**config.mk**
```make
export PLATFORM = sky130hd
export DESIGN_NAME = runin_dto_lock
export DESIGN_NICKNAME = d
export VERILOG_FILES = /design/src/rtl/rdl_pkg.sv /design/src/rtl/rdl_dto.sv /design/src/rtl/rdl_edges.sv /design/src/rtl/rdl_meter.sv /design/src/rtl/runin_dto_lock.sv
export SDC_FILE = /design/constraint.sdc
export NUM_CORES = 1
export LEC_CHECK = 0
export BUFFER_PORTS_ARGS = -buffer_cell sky130_fd_sc_hd__buf_4
export CORE_MARGIN = 2
export CORE_UTILIZATION = 55
export CTS_CLUSTER_SIZE = 30
export DETAILED_ROUTE_END_ITERATION = 12
export GPL_ROUTABILITY_DRIVEN = 1
export PLACE_DENSITY = 0.77
export SETUP_SLACK_MARGIN = 0.02
export SLEW_MARGIN = 0
export SYNTH_ARGS = -nofsm -noshare
export SYNTH_HDL_FRONTEND = slang
export SYNTH_HIERARCHICAL = 1
export SYNTH_SLANG_ARGS = --single-unit
```
**constraint.sdc**
```tcl
create_clock -name clk -period 5.2 [get_ports clk]
set_input_delay 0 -clock clk [delete_from_list [all_inputs] [get_ports clk]]
set_output_delay 0 -clock clk [all_outputs]
set_load 0.05 [all_outputs]
```
**src/rtl/rdl_pkg.sv**
```systemverilog
// Shared types for the run-in lock checker.
package rdl_pkg;
    // Measurement sequencer states.
    typedef enum logic [2:0] {
        ST_IDLE = 3'd0,
        ST_ARM  = 3'd1,
        ST_MEAS = 3'd2,
        ST_FALL = 3'd3,
        ST_HOLD = 3'd4
    } meter_st_e;
endpackage

```
**src/rtl/rdl_dto.sv**
```systemverilog
// Phase accumulator producing sample-point strobes.
// Adds inc_i every clock; the carry out, registered, is the strobe.
// A re-phase request loads half range and suppresses that cycle's strobe.
// Assumes inc_i is held stable while a run-in is being measured.
module rdl_dto #(
    parameter int ACC_W = 14
) (
    input  logic             clk,
    input  logic             rst_n,
    input  logic [ACC_W-1:0] inc_i,
    input  logic             rephase_i,
    output logic             stb_o
);
    localparam logic [ACC_W-1:0] HALF = {1'b1, {(ACC_W-1){1'b0}}};

    logic [ACC_W-1:0] acc_q;
    logic             stb_q;
    logic [ACC_W:0]   sum;

    // Next accumulator value with carry.
    assign sum = {1'b0, acc_q} + {1'b0, inc_i};

    // Advance or re-phase the accumulator and register the carry.
    always_ff @(posedge clk) begin
        if (!rst_n) begin
            acc_q <= '0;
            stb_q <= 1'b0;
        end else if (rephase_i) begin
            acc_q <= HALF;
            stb_q <= 1'b0;
        end else begin
            acc_q <= sum[ACC_W-1:0];
            stb_q <= sum[ACC_W];
        end
    end

    assign stb_o = stb_q;


    wrap_residue_chk: assert property (@(posedge clk) disable iff (!rst_n)
        stb_q |-> (acc_q < $past(inc_i)));


    rephase_load_chk: assert property (@(posedge clk) disable iff (!rst_n)
        rephase_i |=> (acc_q == HALF && !stb_q));
endmodule

```
**src/rtl/rdl_edges.sv**
```systemverilog
// Edge detector on the sliced bit stream.
// Compares the current bit with the value registered one clock earlier.
// Assumes the bit is already synchronous to clk.
module rdl_edges (
    input  logic clk,
    input  logic rst_n,
    input  logic bit_i,
    output logic rise_o,
    output logic fall_o
);
    logic prev_q;

    // Hold the previous-cycle bit value.
    always_ff @(posedge clk) begin
        if (!rst_n) prev_q <= 1'b0;
        else        prev_q <= bit_i;
    end

    assign rise_o = bit_i & ~prev_q;
    assign fall_o = ~bit_i & prev_q;
endmodule

```
**src/rtl/rdl_meter.sv**
```systemverilog
// Run-in rate meter: counts rising edges, measures elapsed strobes from the
// first edge, compares the total with an inclusive window, raises a one-cycle
// done pulse with the lock result and requests a re-phase on the next falling
// edge after a lock. Assumes bounds are valid in the final-edge cycle.
module rdl_meter
    import rdl_pkg::*;
#(
    parameter int EDGE_W = 5,
    parameter int TIME_W = 10
) (
    input  logic              clk,
    input  logic              rst_n,
    input  logic              en_i,
    input  logic              rise_i,
    input  logic              fall_i,
    input  logic              stb_i,
    input  logic [EDGE_W-1:0] tgt_i,
    input  logic [TIME_W-1:0] lo_i,
    input  logic [TIME_W-1:0] hi_i,
    output logic              done_o,
    output logic              lock_o,
    output logic              rephase_o
);
    meter_st_e         state_q, state_d;
    logic [EDGE_W-1:0] cnt_q, cnt_d;
    logic [TIME_W-1:0] elap_q, elap_d;
    logic              done_q, done_d;
    logic              lock_q, lock_d;

    logic [EDGE_W-1:0] tgt_eff;
    logic [EDGE_W:0]   cnt_plus;
    logic              last_edge;
    logic [TIME_W-1:0] elap_inc;
    logic [TIME_W-1:0] meas;
    logic              in_rng;

    // Effective target, zero counts as one edge.
    assign tgt_eff   = (tgt_i == '0) ? EDGE_W'(1) : tgt_i;
    assign cnt_plus  = {1'b0, cnt_q} + (EDGE_W+1)'(1);
    assign last_edge = (cnt_plus == {1'b0, tgt_eff});

    // Saturating elapsed count including this cycle's strobe.
    assign elap_inc = (stb_i && !(&elap_q)) ? elap_q + TIME_W'(1) : elap_q;
    assign meas     = (state_q == ST_ARM) ? '0 : elap_inc;
    assign in_rng   = (meas >= lo_i) && (meas <= hi_i);

    // Sequencer next-state and datapath decisions.
    always_comb begin
        state_d   = state_q;
        cnt_d     = cnt_q;
        elap_d    = elap_q;
        done_d    = 1'b0;
        lock_d    = lock_q;
        rephase_o = 1'b0;
        case (state_q)
            ST_IDLE: begin
                if (en_i) begin
                    state_d = ST_ARM;
                    lock_d  = 1'b0;
                end
            end
            ST_ARM: begin
                if (!en_i) begin
                    state_d = ST_IDLE;
                end else if (rise_i) begin
                    if (tgt_eff == EDGE_W'(1)) begin
                        done_d  = 1'b1;
                        lock_d  = in_rng;
                        state_d = in_rng ? ST_FALL : ST_HOLD;
                    end else begin
                        state_d = ST_MEAS;
                        cnt_d   = EDGE_W'(1);
                        elap_d  = '0;
                    end
                end
            end
            ST_MEAS: begin
                if (!en_i) begin
                    state_d = ST_IDLE;
                end else begin
                    elap_d = elap_inc;
                    if (rise_i) begin
                        if (last_edge) begin
                            done_d  = 1'b1;
                            lock_d  = in_rng;
                            state_d = in_rng ? ST_FALL : ST_HOLD;
                        end else begin
                            cnt_d = cnt_plus[EDGE_W-1:0];
                        end
                    end
                end
            end
            ST_FALL: begin
                if (!en_i) begin
                    state_d = ST_IDLE;
                end else if (fall_i) begin
                    rephase_o = 1'b1;
                    state_d   = ST_HOLD;
                end
            end
            ST_HOLD: begin
                if (!en_i) state_d = ST_IDLE;
            end
            default: state_d = ST_IDLE;
        endcase
    end

    // Register sequencer state, counters and result flags.
    always_ff @(posedge clk) begin
        if (!rst_n) begin
            state_q <= ST_IDLE;
            cnt_q   <= '0;
            elap_q  <= '0;
            done_q  <= 1'b0;
            lock_q  <= 1'b0;
        end else begin
            state_q <= state_d;
            cnt_q   <= cnt_d;
            elap_q  <= elap_d;
            done_q  <= done_d;
            lock_q  <= lock_d;
        end
    end

    assign done_o = done_q;
    assign lock_o = lock_q;


    done_pulse_chk: assert property (@(posedge clk) disable iff (!rst_n)
        done_q |=> !done_q);


    lock_rise_chk: assert property (@(posedge clk) disable iff (!rst_n)
        $rose(lock_q) |-> done_q);


    done_needs_en_chk: assert property (@(posedge clk) disable iff (!rst_n)
        done_q |-> $past(en_i));


    rephase_after_lock_chk: assert property (@(posedge clk) disable iff (!rst_n)
        rephase_o |-> (lock_q && !done_q));
endmodule

```
**src/rtl/runin_dto_lock.sv**
```systemverilog
// Top level: sample-point oscillator plus run-in rate check.
// Ties the edge detector, the rate meter and the phase accumulator together;
// the meter's strobe input is the accumulator's registered strobe.
// Assumes sliced_bit and runin_en are synchronous to clk.
module runin_dto_lock #(
    parameter int ACC_W  = 14,
    parameter int EDGE_W = 5,
    parameter int TIME_W = 10
) (
    input  logic              clk,
    input  logic              rst_n,
    input  logic              sliced_bit,
    input  logic              runin_en,
    input  logic [ACC_W-1:0]  phase_inc,
    input  logic [EDGE_W-1:0] runin_cycles,
    input  logic [TIME_W-1:0] elapsed_hi,
    input  logic [TIME_W-1:0] elapsed_lo,
    output logic              sample_stb,
    output logic              check_done,
    output logic              freq_lock
);
    logic rise, fall, rephase, stb;

    rdl_edges u_edges (
        .clk    (clk),
        .rst_n  (rst_n),
        .bit_i  (sliced_bit),
        .rise_o (rise),
        .fall_o (fall)
    );

    rdl_meter #(.EDGE_W(EDGE_W), .TIME_W(TIME_W)) u_meter (
        .clk       (clk),
        .rst_n     (rst_n),
        .en_i      (runin_en),
        .rise_i    (rise),
        .fall_i    (fall),
        .stb_i     (stb),
        .tgt_i     (runin_cycles),
        .lo_i      (elapsed_lo),
        .hi_i      (elapsed_hi),
        .done_o    (check_done),
        .lock_o    (freq_lock),
        .rephase_o (rephase)
    );

    rdl_dto #(.ACC_W(ACC_W)) u_dto (
        .clk       (clk),
        .rst_n     (rst_n),
        .inc_i     (phase_inc),
        .rephase_i (rephase),
        .stb_o     (stb)
    );

    assign sample_stb = stb;
endmodule

```
---- Yosys cells after proc, flatten, opt, wreduce, memory -nomap -nowiden ----
Cells that the tools add are included.
storage, ports and cells
  flip-flop bits (word level) ............. 36
  latch bits .............................. 0
  bits in writable memories ............... 0
  memory bits (read-only) ................. 0
  bits of input ports ..................... 43
  output and inout port bits .............. 3
  logic and storage cells ................. 98
  memories kept ........................... 0
cells by class
  add/subtract/negate cells ............... 3
  multiply operators ...................... 0
  div/mod/pow operators ................... 0
  magnitude comparators ................... 2
  equality and inequality tests ........... 20
  shift operators ......................... 0
  multiplexer cells ....................... 46
  bitwise logic cells ..................... 5
  reduce and logical (&&, ||, !) cells .... 13
operators with widths
  cell                     number
  $mux W10                 6
  $mux W5                  7
  $mux W3                  11
  $pmux W10 S2             1
  $ne A2 B2 Y1 const B     9
  $mux W1                  16
  $add A14 B14 Y15         1
  $pmux W3 S5              1
  $mux W14                 1
  $add A10 B1 Y10 const B  1
  $ge A10 B10 Y1           1
  $le A10 B10 Y1           1
  $pmux W5 S2              1
  $reduce_and A10 Y1       1
  $ne A3 B3 Y1 const B     3
  $reduce_and A8 Y1        1
  $reduce_and A7 Y1        1
  $add A5 B1 Y6 const B    1
  $eq A3 B2 Y1 const B     2
  $eq A6 B5 Y1             1
  $reduce_and A6 Y1        1
  $eq A5 B1 Y1 const B     1
  $logic_not A5 Y1         1
  $reduce_and A5 Y1        1
  other kinds (14)         18

---- Longest topological paths before layout ----
  depth after elaboration ................. 12
  mapped depth ............................ 15

---- Modules after synthesis ----
Netlist, hierarchy kept.
by module, submodules not included
  module     instances  cells an instance  area each (µm²)  seq. area each (µm²)
  rdl_meter  1          285                2047.0           400.4
  rdl_dto    1          127                1048.5           300.3
  rdl_edges  1          4                  38.8             20.0

---- Least setup slack after synthesis ----
Ideal clock, no wire load.
  kind .................................... register to register
  start point ............................. register u_dto.stb_q, in the netlist u_dto/stb_o
  end point ............................... register u_meter.lock_q, in the netlist u_meter/lock_o
  arrival ................................. 3238 ps
  path slack .............................. 1861 ps
  cell stages (with the launch flop) ...... 14
  buffers on the path ..................... 0
  cell sequence ........................... dfxtp_1 -> o31ai_1 -> or4_1 -> nor2_1 -> xnor2_1 -> nor2_1 -> ha_1 -> nand4_1 -> nor3_1 -> nand2_1 -> o211ai_1 -> a21o_1 -> nand3_1 -> o41ai_1
between the ends
  longest elaborated chain between the ends .. 9
  elaborated cells on any way between the ends .. 13
  classes of those cells .................. order compare: 2; mux: 9; reduce/logical: 2
RTL lines
  what                                                     line                              source
  start: declaration                                       rdl_dto.sv:17                     logic stb_q;
  start signal: assignment                                 rdl_dto.sv:33                     stb_q <= sum[ACC_W];
  $logic_and A1 B1 Y1 *                                    rdl_meter.sv:43                   assign elap_inc = (stb_i && !(&elap_q)) ? elap_q + TIME_W'(1) : elap_q;
  $mux W10 *                                               rdl_meter.sv:43
  $mux W10 *                                               rdl_meter.sv:44                   assign meas = (state_q == ST_ARM) ? '0 : elap_inc;
  $ge A10 B10 Y1 / $le A10 B10 Y1 (equally long branches)  rdl_meter.sv:45                   assign in_rng = (meas >= lo_i) && (meas <= hi_i);
  $logic_and A1 B1 Y1 *                                    rdl_meter.sv:45
  $mux W1 (on tied branches)                               rdl_meter.sv:83, rdl_meter.sv:66
  $mux W1 (on tied branches)                               rdl_meter.sv:82, rdl_meter.sv:65
  $mux W1 (on tied branches)                               rdl_meter.sv:78, rdl_meter.sv:63
  $pmux W1 S3 *                                            rdl_meter.sv:55                   case (state_q)
  end signal: assignment                                   rdl_meter.sv:121                  lock_q <= lock_d;
  end: declaration                                         rdl_meter.sv:28                   logic lock_q, lock_d;
Mark *: on every way between the ends. The rest lies on a longest branch, timed or not. The select of a mux whose other input is x is not followed.
A chain may end at the register's enable or synchronous reset.

---- Final worst setup path ----
  start point ............................. register u_meter.elap_q[0]
  end point ............................... register u_meter.lock_q, in the netlist u_meter/lock_o
between the ends
  longest elaborated chain between the ends .. 11
  elaborated cells on any way between the ends .. 16
  classes of those cells .................. add/sub: 1; order compare: 2; mux: 9; reduce/logical: 4
RTL lines
  what                                                                     line                              source
  start: declaration                                                       rdl_meter.sv:26                   logic [TIME_W-1:0] elap_q, elap_d;
  start signal: assignment                                                 rdl_meter.sv:119                  elap_q <= elap_d;
  parallel branches: the longest is 3 deep, another holds $add A10 B1 Y10  -
  $mux W10 *                                                               rdl_meter.sv:43
  $mux W10 *                                                               rdl_meter.sv:44
  $ge A10 B10 Y1 / $le A10 B10 Y1 (equally long branches)                  rdl_meter.sv:45
  $logic_and A1 B1 Y1 *                                                    rdl_meter.sv:45
  $mux W1 (on tied branches)                                               rdl_meter.sv:83, rdl_meter.sv:66
  $mux W1 (on tied branches)                                               rdl_meter.sv:82, rdl_meter.sv:65
  $mux W1 (on tied branches)                                               rdl_meter.sv:78, rdl_meter.sv:63
  $pmux W1 S3 *                                                            rdl_meter.sv:55
Mark *: on every way between the ends. The select of a mux whose other input is x is not followed.

==> out/metrics.csv <==
stage,metric,value,unit
place,Placement Cell Area,3488,sq um
die,core area,5507,sq um
place,dpl cells,518,
timing,Slew HR,48.12,%
yosys,Post-synth ARST share,0,%
clock_tree,CTS Root Cell,clkbuf_8,
worst_setup_path,FF-to-FF path depth,15,
timing,Clock Skew,0.001305,ns
worst_setup_path,crit start category,flop,
timing,actual slew at the worst max-slew pin,0.7717,ns
place,Placer Congestion,0.8925,
detailed_routing,# DRC,0,
power_and_ir_drop,Worst VDD drop,0.0001946,V
timing,Setup TNS,0,ns
timing,final setup vio count,0,
timing,period utilisation layout,73.73,%
cells_and_area,Layout area overhead,14.69,%
clock_tree,Post-CTS Resized,0,
global_route,largest net degree at the start of global routing,17,
global_route,total gr overflow,0,
worst_setup_path,flop2flop setup slack,1.37,ns
die,Die ar.,6319,sq um
detailed_routing,antenna-violating nets left,0,
worst_setup_path,critical path type,reg -> reg,
yosys,Cell variety after synth,62,
power_and_ir_drop,PwrDens,261.3,nW/um^2
detailed_routing,Initial DRC Count,235,
detailed_routing,WL final,6960,microns
cells_and_area,share of layout cells above drive strength 1,14.10,%
global_route,first-pass GRT wire length,12030,microns
yosys,cells after synthesis,416,
timing,Max Slew Vio Count,0,
global_route,vias in the first global route,2797,
status,status,completed,
clock_tree,clk buf depth,2,
yosys,post-synthesis sequential area ratio,22.99,%
run,Max-Cap Viols,0,
hold_path,Hold WC Path Type,in -> reg,
worst_setup_path,CP Data Required Time,5.38,ns
yosys,Post-synth EDFFs,0,
yosys,top_reg_cell synth,dfxtp_1,
detailed_routing,Vias/cell,5.762,
worst_setup_path,critical path launch point,u_meter/elap_q[0],
cells_and_area,fin cells,526,
detailed_routing,wire length per cell,13.23,microns
detailed_routing,DRT Pass-1 Iters,5,
power_and_ir_drop,overall power,939.3,uW
clock_tree,CTS buffer count,5,
die,die width,79.49,microns
worst_setup_path,R2R Path End,u_meter/lock_o,
clock_tree,depth of the CTS H-tree,2,
detailed_routing,vias,3031,
cells_and_area,fin area,3595,sq um
die,IO Pins,46,
yosys,"Avg Cell Area, Syn",7.534,sq um
worst_setup_path,worst-path maximum fanout,7,
cells_and_area,Final nets,532,
die,Die Ht,79.49,microns
clock_tree,Clock Sinks,36,
worst_setup_path,Crit. End Element,flop,
global_route,Total GRT Usage,23.35,%
die,initial core utilization,56.92,%
yosys,Yosys Warn Count,6,
clock_tree,CTS clock-pin slew for the worst setup and hold paths,0.07,ns
power_and_ir_drop,leakage power,1.582,nW
place,DP HPWL,5522,microns
yosys,Mapped Nets,494,
global_route,initial antenna violation count,0,
timing,Max Freq,0.2608,GHz
yosys,Netlist Area Pre-Place,3134,sq um
worst_setup_path,crit path to,u_meter/lock_o,
timing,unrepaired setup endpoints after global routing,false,
yosys,#FFs+latches synth,36,
place,Port Buf Inserts,45,
clock_tree,CTS tree,built,
worst_setup_path,worst endpoint data arrival time,4.01,ns
timing,final hold vios,0,
worst_setup_path,reg2reg start,u_meter/elap_q[0],
clock_tree,worst-skew pair later-pin latency,0.28,ns
timing,final critical-path required period,3.834,ns
cells_and_area,antenna fix cells,0,
die,Rows,27,
cells in the mapped netlist, drive strengths merged, types with 4 or more instances:
cell	instances	area share [%]
nor3	22	3.5
a211o	4	1.1
dfxtp	36	23
o21ai	22	3.5
o211ai	6	1.4
ha	34	14
clkbuf	10	1.2
a21oi	40	6.6
nand3	15	2.4
a211oi	7	1.7
nand2b	6	1.2
o21a	5	1.2
nor2	43	5.4
inv	30	3.6
a21o	12	2.9
nor4	4	1.3
nand2	34	4.1
nor2b	8	1.6
xor2	9	2.5
nor3b	6	1.6
buf	5	1.1
xnor2	7	2.0
report_power, final:
| part | internal, mW | switching (mW) |
|---|---|---|
| clock | 0.118 | 0.0942 |
| sequential | 0.316 | 0.0198 |
| combinational | 0.172 | 0.219 |
| total | 0.606 | 0.333 |
what timing repair did:
action	4_1_cts	5_1_grt
endpoints found under the hold margin	1	0
hold buffers	1	0
buffers inserted	0	0
kinds of logic after synthesis:
group | count (synthesis) | synth area share [%]
AND/OR/NAND/NOR | 161 | 26.67
buffers and inverters | 45 | 5.948
adder cells (fa/ha/maj) | 35 | 14.21
XOR/XNOR | 16 | 4.471
multiplexers | 2 | 0.6387
flip-flops | 36 | 22.99
AO/OA/AOI/OAI | 121 | 25.07
metrics by stage:
stage / worst slack, ns / hold slack (ns) / util, %
after global routing: 1.082 / 0.03721 / 65.28
after detailed placement: 1.423 / 0.2266 / 63.35
after global placement: 1.678 / 0.2273 / 63.35
after floorplan: 1.861 / 0.1217 / -
after CTS: 1.398 / 0.02298 / 65.28
final: 1.366 / 0.03319 / 65.28
layer usage:
| layer | wire [microns] | up-vias | global-route usage, % |
|---|---|---|---|
| li1 | - | 1581 | - |
| met1 | 3181 | 1354 | 30.30 |
| met2 | 3275 | 84 | 40.08 |
| met3 | 398 | 12 | 4.299 |
| met4 | 106 | 0 | 5.345 |
| met5 | 0 | - | 0 |
worst min path at each step:
stage,startpoint,to,cells past startpoint
finish,rst_n,u_edges/prev_q,2
global route,rst_n,u_edges/prev_q,2
CTS,rst_n,u_edges/prev_q,2
detailed placement,sliced_bit,u_edges/prev_q,2
global placement,sliced_bit,u_edges/prev_q,2
floorplan,sliced_bit,u_edges/prev_q,1
cell usage in the layout, fill, tap and decap left out, types with 4 or more instances in the layout:
cell,count
clkbuf_8,7
xor2_1,9
nor3_1,22
nand2b_1,6
a211o_1,4
a211oi_1,7
a21o_1,12
buf_4,45
ha_1,34
nand2_1,34
dfxtp_1,36
o211ai_1,6
nor2b_1,8
inv_1,30
o21a_1,5
o21ai_0,21
nand3_1,15
nor3b_1,5
nor2_1,42
a21oi_1,38
xnor2_1,7
critical path, cell delays in order, from the launching register on:
cell and delay (ns):
dfxtp_1 0.40, ha_1 0.21, nand3_1 0.09, o31ai_1 0.69
or4_1 0.28, nor2_1 0.09, xnor2_1 0.13, nor2_1 0.08
ha_1 0.33, nand4_1 0.18, nor3_1 0.39, nand2_1 0.10
o211ai_1 0.11, a21o_1 0.17, nand3_1 0.13, o41ai_1 0.33
final cells by class:
| class | count | area, sq um |
|---|---|---|
| Fill cell | 502 | 1912 |
| Timing Repair Buffer | 46 | 347.8 |
| Multi-Input combinational cell | 335 | 2227 |
| Inverter | 30 | 112.6 |
| Clock buffer | 7 | 96.34 |
| Tap cell | 72 | 90.09 |
| Sequential cell | 36 | 720.7 |
registers in the layout, indices dropped and copies added (netlist names):
name / count
u_dto/acc_q: 14
u_meter/elap_q: 10
u_meter/cnt_q: 5
u_meter/state_q: 3
u_dto/stb_o: 1
u_edges/prev_q: 1
u_meter/done_o: 1
u_meter/lock_o: 1
(Power assumes the default switching activity.)
